**src/rtl/tfa_pkg.sv**
```systemverilog
package tfa_pkg;
  localparam int TRIT_W = 2;
  typedef logic [TRIT_W-1:0] trit_t;

  localparam trit_t T0  = 2'b00;
  localparam trit_t T1  = 2'b01;
  localparam trit_t T2  = 2'b10;
  localparam trit_t TBAD = 2'b11;

  // number of shared sum indicators and of carry indicators
  localparam int N_SUM_IND = 3;
  localparam int N_CRY_IND = 4;

  function automatic int trit_val(input trit_t t);
    case (t)
      T1:      return 1;
      T2:      return 2;
      default: return 0;
    endcase
  endfunction

  function automatic logic trit_bad(input trit_t t);
    return t == TBAD;
  endfunction

  // which shared indicator marks sum=1 / sum=2 for a given carry-in value
  function automatic int one_sel(input int cin);
    return (3 - cin) % 3;
  endfunction

  function automatic int two_sel(input int cin);
    return (4 - cin) % 3;
  endfunction
endpackage

```
**src/rtl/tfa_decode.sv**
```systemverilog
module tfa_decode
  import tfa_pkg::*;
(
  input  trit_t op,
  output logic  is_zero,
  output logic  is_low,
  output logic  mid_n
);
  always_comb begin
    is_zero = (op == T0);
    is_low  = (op == T0) || (op == T1);
    mid_n   = ~(is_low & ~is_zero);

    dec_order_chk: assert (!is_zero || is_low)
      else $error("decoder: zero flag without low-range flag");

    dec_mid_chk: assert (mid_n || (is_low && !is_zero))
      else $error("decoder: middle flag active outside range");
  end
endmodule

```
**src/rtl/tfa_mux3.sv**
```systemverilog
module tfa_mux3
  import tfa_pkg::*;
#(
  parameter int W = 1
) (
  input  trit_t        sel,
  input  logic [W-1:0] d0,
  input  logic [W-1:0] d1,
  input  logic [W-1:0] d2,
  output logic [W-1:0] y
);
  always_comb begin
    case (sel)
      T0:      y = d0;
      T1:      y = d1;
      T2:      y = d2;
      default: y = '0;
    endcase
  end
endmodule

```
**src/rtl/tfa_enc.sv**
```systemverilog
module tfa_enc
  import tfa_pkg::*;
#(
  parameter bit TWO_LEVEL = 1'b1
) (
  input  logic  one_n,
  input  logic  two_n,
  output trit_t y
);
  generate
    if (TWO_LEVEL) begin : g_two
      always_comb begin
        if (!two_n)      y = T2;
        else if (!one_n) y = T1;
        else             y = T0;
      end
    end else begin : g_one
      logic unused_two;
      assign unused_two = two_n;
      always_comb y = one_n ? T0 : T1;
    end
  endgenerate
endmodule

```
**src/rtl/ternary_full_adder.sv**
```systemverilog
module ternary_full_adder
  import tfa_pkg::*;
(
  input  logic [1:0] a_trit,
  input  logic [1:0] b_trit,
  input  logic [1:0] cin_trit,
  output logic [1:0] sum_trit,
  output logic [1:0] carry_trit,
  output logic       code_err
);
  logic is_zero, is_low, mid_n;

  tfa_decode u_dec (
    .op      (a_trit),
    .is_zero (is_zero),
    .is_low  (is_low),
    .mid_n   (mid_n)
  );

  // shared active-low sum indicators, index 0/1/2
  logic [N_SUM_IND-1:0] sum_ind_n;
  tfa_mux3 #(.W(N_SUM_IND)) u_sum_mux (
    .sel (b_trit),
    .d0  ({~is_zero, is_low, mid_n}),
    .d1  ({is_low, mid_n, ~is_zero}),
    .d2  ({mid_n, ~is_zero, is_low}),
    .y   (sum_ind_n)
  );

  // carry indicators: [0] cin0, [1] cin1, [2] cin2 carry1, [3] cin2 carry2
  logic [N_CRY_IND-1:0] cry_ind_n;
  tfa_mux3 #(.W(N_CRY_IND)) u_cry_mux (
    .sel (b_trit),
    .d0  ({1'b1, is_zero, is_low, 1'b1}),
    .d1  ({1'b1, 1'b0, is_zero, is_low}),
    .d2  ({is_low, ~is_low, 1'b0, is_zero}),
    .y   (cry_ind_n)
  );

  trit_t sum_part [3];
  trit_t cry_part [3];

  generate
    for (genvar k = 0; k < 3; k++) begin : g_cin
      localparam int ONE_IX = one_sel(k);
      localparam int TWO_IX = two_sel(k);
      tfa_enc #(.TWO_LEVEL(1'b1)) u_sum_enc (
        .one_n (sum_ind_n[ONE_IX]),
        .two_n (sum_ind_n[TWO_IX]),
        .y     (sum_part[k])
      );
      if (k < 2) begin : g_c1
        tfa_enc #(.TWO_LEVEL(1'b0)) u_cry_enc (
          .one_n (cry_ind_n[k]),
          .two_n (1'b1),
          .y     (cry_part[k])
        );
      end else begin : g_c2
        tfa_enc #(.TWO_LEVEL(1'b1)) u_cry_enc (
          .one_n (cry_ind_n[2]),
          .two_n (cry_ind_n[3]),
          .y     (cry_part[k])
        );
      end
    end
  endgenerate

  logic [2*TRIT_W-1:0] picked;
  tfa_mux3 #(.W(2*TRIT_W)) u_fin_mux (
    .sel (cin_trit),
    .d0  ({cry_part[0], sum_part[0]}),
    .d1  ({cry_part[1], sum_part[1]}),
    .d2  ({cry_part[2], sum_part[2]}),
    .y   (picked)
  );

  always_comb begin
    code_err   = trit_bad(a_trit) | trit_bad(b_trit) | trit_bad(cin_trit);
    sum_trit   = code_err ? T0 : picked[TRIT_W-1:0];
    carry_trit = code_err ? T0 : picked[2*TRIT_W-1:TRIT_W];
  end

  always_comb begin
    if (!code_err) begin

      arith_chk: assert (trit_val(sum_trit) + 3 * trit_val(carry_trit) ==
                         trit_val(a_trit) + trit_val(b_trit) + trit_val(cin_trit))
        else $error("sum/carry do not match operand total");

      sum_ind_onehot_chk: assert ($countones(~sum_ind_n) == 1)
        else $error("shared sum indicators not one-hot");

      cin2_pair_chk: assert (cry_ind_n[2] || cry_ind_n[3])
        else $error("both cin=2 carry indicators active");
    end else begin

      err_zero_chk: assert (sum_trit == T0 && carry_trit == T0)
        else $error("outputs not cleared on illegal code");
    end

    legal_code_chk: assert (!trit_bad(sum_trit) && !trit_bad(carry_trit))
      else $error("output carries illegal code");
  end
endmodule

```
**config.mk**
```make
export PLATFORM = sky130hd
export DESIGN_NAME = ternary_full_adder
export DESIGN_NICKNAME = d
export VERILOG_FILES = /design/src/rtl/tfa_pkg.sv /design/src/rtl/tfa_decode.sv /design/src/rtl/tfa_mux3.sv /design/src/rtl/tfa_enc.sv /design/src/rtl/ternary_full_adder.sv
export SDC_FILE = /design/constraint.sdc
export NUM_CORES = 1
export LEC_CHECK = 0
export CAP_MARGIN = 10
export CORE_AREA = 5 5 42 44
export DETAILED_ROUTE_END_ITERATION = 12
export DIE_AREA = 0 0 47 49
export GPL_ROUTABILITY_DRIVEN = 1
export PLACE_DENSITY = 0.66
export SLEW_MARGIN = 25
export SYNTH_ARGS = -nofsm -noshare
export SYNTH_HDL_FRONTEND = slang
export SYNTH_SLANG_ARGS = --single-unit
```
**constraint.sdc**
```tcl
create_clock -name vclk -period 3.1
set_input_delay 0.31 -clock vclk [all_inputs]
set_output_delay 0.31 -clock vclk [all_outputs]
set_load 0.05 [all_outputs]
```
==> flow_summary.json <==
{
  "synth.avg_cell_area_um2": 7.679,
  "grt_max_degree": 19,
  "cap_viol_max_count": 0,
  "rows": 14,
  "power.total_mw": 0.07892,
  "start_util": 0.2795,
  "clkbuf_count": 0,
  "core-area_um2": 1401,
  "layout.nets": 66,
  "yosysTopAreaCellShare": 0.08626,
  "internal-power_mw": 0.03470,
  "crit_type": "input pin to output port",
  "clkPwrFrac": 0,
  "fin_util": 0.3580,
  "syn_area_um2": 391.6,
  "endpoint_kind": "output port",
  "hold_viol": 0,
  "power_frac_comb": 1.000,
  "worst_slack_ns": 0.7413,
  "sw_frac_of_total": 0.5604,
  "postRouteAntennaNets": 0,
  "io_pins": 11,
  "final.fill_count": 161,
  "yosysUniqueCellTypes": 28,
  "cts_resized": 0,
  "min_path_type": "input pin to output port",
  "cp_common_cell": "clkdlybuf4s50_1",
  "tns_ns": 0,
  "crit_fanout": 14,
  "fin_crit_sh": 0.7609,
  "slew_headroom": 0.6703,
  "hold_start": "b_trit[0]",
  "die_w_um": 47,
  "drive_above_1_share": 0.1897,
  "critPathSlowestCell": "clkdlybuf4s50_1",
  "antenna_found_initial": 0,
  "power_switching_mw": 0.04423,
  "post_dp_cell_area_um2": 501.7,
  "chipHeight_um": 49,
  "required_ns": 2.79,
  "ys_top_cells_by_area": "buf_6, nor4b_2, nor4b_1",
  "area_delta_synth_final_pct": 28.11,
  "syn_inst": 51,
  "seq_cells": 0,
  "finalSetupViolations": 0,
  "worstMarginPinSlew_ns": 0.4929,
  "vias_per_cell": 5.568,
  "slowest_delay_ns": 0.83,
  "critPathArrivalTime_ns": 2.05,
  "outcome": "complete, no violations",
  "dieArea_um2": 2303,
  "final-seq-area_um2": 0,
  "drt-pass1-iter-count": 4,
  "postCtsHoldBufs": 0,
  "power.leakage_nw": 0.1725,
  "place_ws_ns": 0.7440,
  "synth_warnings": 0,
  "grt_overflow_total": 0,
  "seqPwrFrac": 0,
  "fin_area_um2": 501.7,
  "grt.total_usage": 0.08000,
  "grt_first_pass_wirelength_mm": 1.524,
  "vdd_drop_max_mv": 0.06601,
  "synth_nets": 57,
  "drt-wirelength-per-cell_um": 12.11,
  "min_period_ns": 2.359,
  "post_cts.repair.setup_buffers": 0,
  "drc": 0,
  "start_kind": "input pin",
  "portBuffers": 11,
  "fmax_ghz": 0.4240,
  "ys_seq_area_frac": 0,
  "vias": 412,
  "grt_setup_unrepaired": "no",
  "gp_congestion": 0.7328,
  "path_cells": "clkdlybuf4s50_1 > buf_4 > inv_1 > nor3b_1 > clkdlybuf4s50_1",
  "p_per_area_nw_per_um2": 157.3,
  "synth_area_leader_cell": "buf_6",
  "drt-initial-drc-count": 4,
  "grt_pass1_vias": 346,
  "n_antenna_cell": 0,
  "crit_path_start": "a_trit[1]",
  "slew_violations": 0,
  "wl_um": 896,
  "place_hpwl_um": 641.1,
  "post-synth-top-count-cell": "buf_2"
}
==> power groups by stage <==
stage	logic, mW	registers (mW)	clock network, mW
final	0.0789	0	0
after global routing	0.0852	0	0
after CTS	0.0793	0	0
after detailed placement	0.0793	0	0
after global placement	0.0781	0	0
after floorplan	0.0563	0	0
==> cell usage in the layout, fill, tap and decap left out, types with 3 or more instances in the layout <==
cell type and n:
nor2b_1 3, nand2_1 3, buf_4 7, nor4b_1 3, clkdlybuf4s50_1 8, xor2_1 3, a22oi_1 3
==> critical path: cells and delay by family <==
kind	cells	cell delay, ns
and+or+nand+nor	1	0.19
buffers and inverters	4	1.54
==> path summary, 6_finish.rpt <==
path	to	slack, ns	cells after the start
worst min-delay path	sum_trit[0]	1.58	4
worst max-delay path	carry_trit[1]	0.74	5
==> cells by family after synthesis <==
| group | Yosys count | synth area share |
|---|---|---|
| compound gates | 13 | 0.2428 |
| buf+inv | 10 | 0.1693 |
| simple gates | 23 | 0.4761 |
| xor+xnor | 5 | 0.1118 |
==> cell type report <==
| cell class | instances | area, um2 | area share |
|---|---|---|---|
| multi-input cells | 41 | 325.3 | 0.6484 |
| repair buffers | 16 | 152.6 | 0.3042 |
| well taps | 16 | 20.02 | 0.03990 |
| inverters | 1 | 3.754 | 0.007481 |
==> stage by stage <==
| step | hold WS (ns) | cells |
|---|---|---|
| after global placement | 1.582 | 74 |
| after global routing | 1.655 | 74 |
| final | 1.581 | 74 |
| after floorplan | 1.046 | 51 |
| after detailed placement | 1.593 | 74 |
| after CTS | 1.594 | 74 |
==> layer usage <==
metal  wire (um)  global-route usage  share of wire  vias to the layer above
met1         410              0.1217           0.46                      195
met3          31                   0          0.035                        0
met5           0                   0              0                        -
met2         454              0.1312           0.51                        7
li1            -                   -              -                      210
met4           0                   0              0                        0
Power figures use the tool's default switching activity.
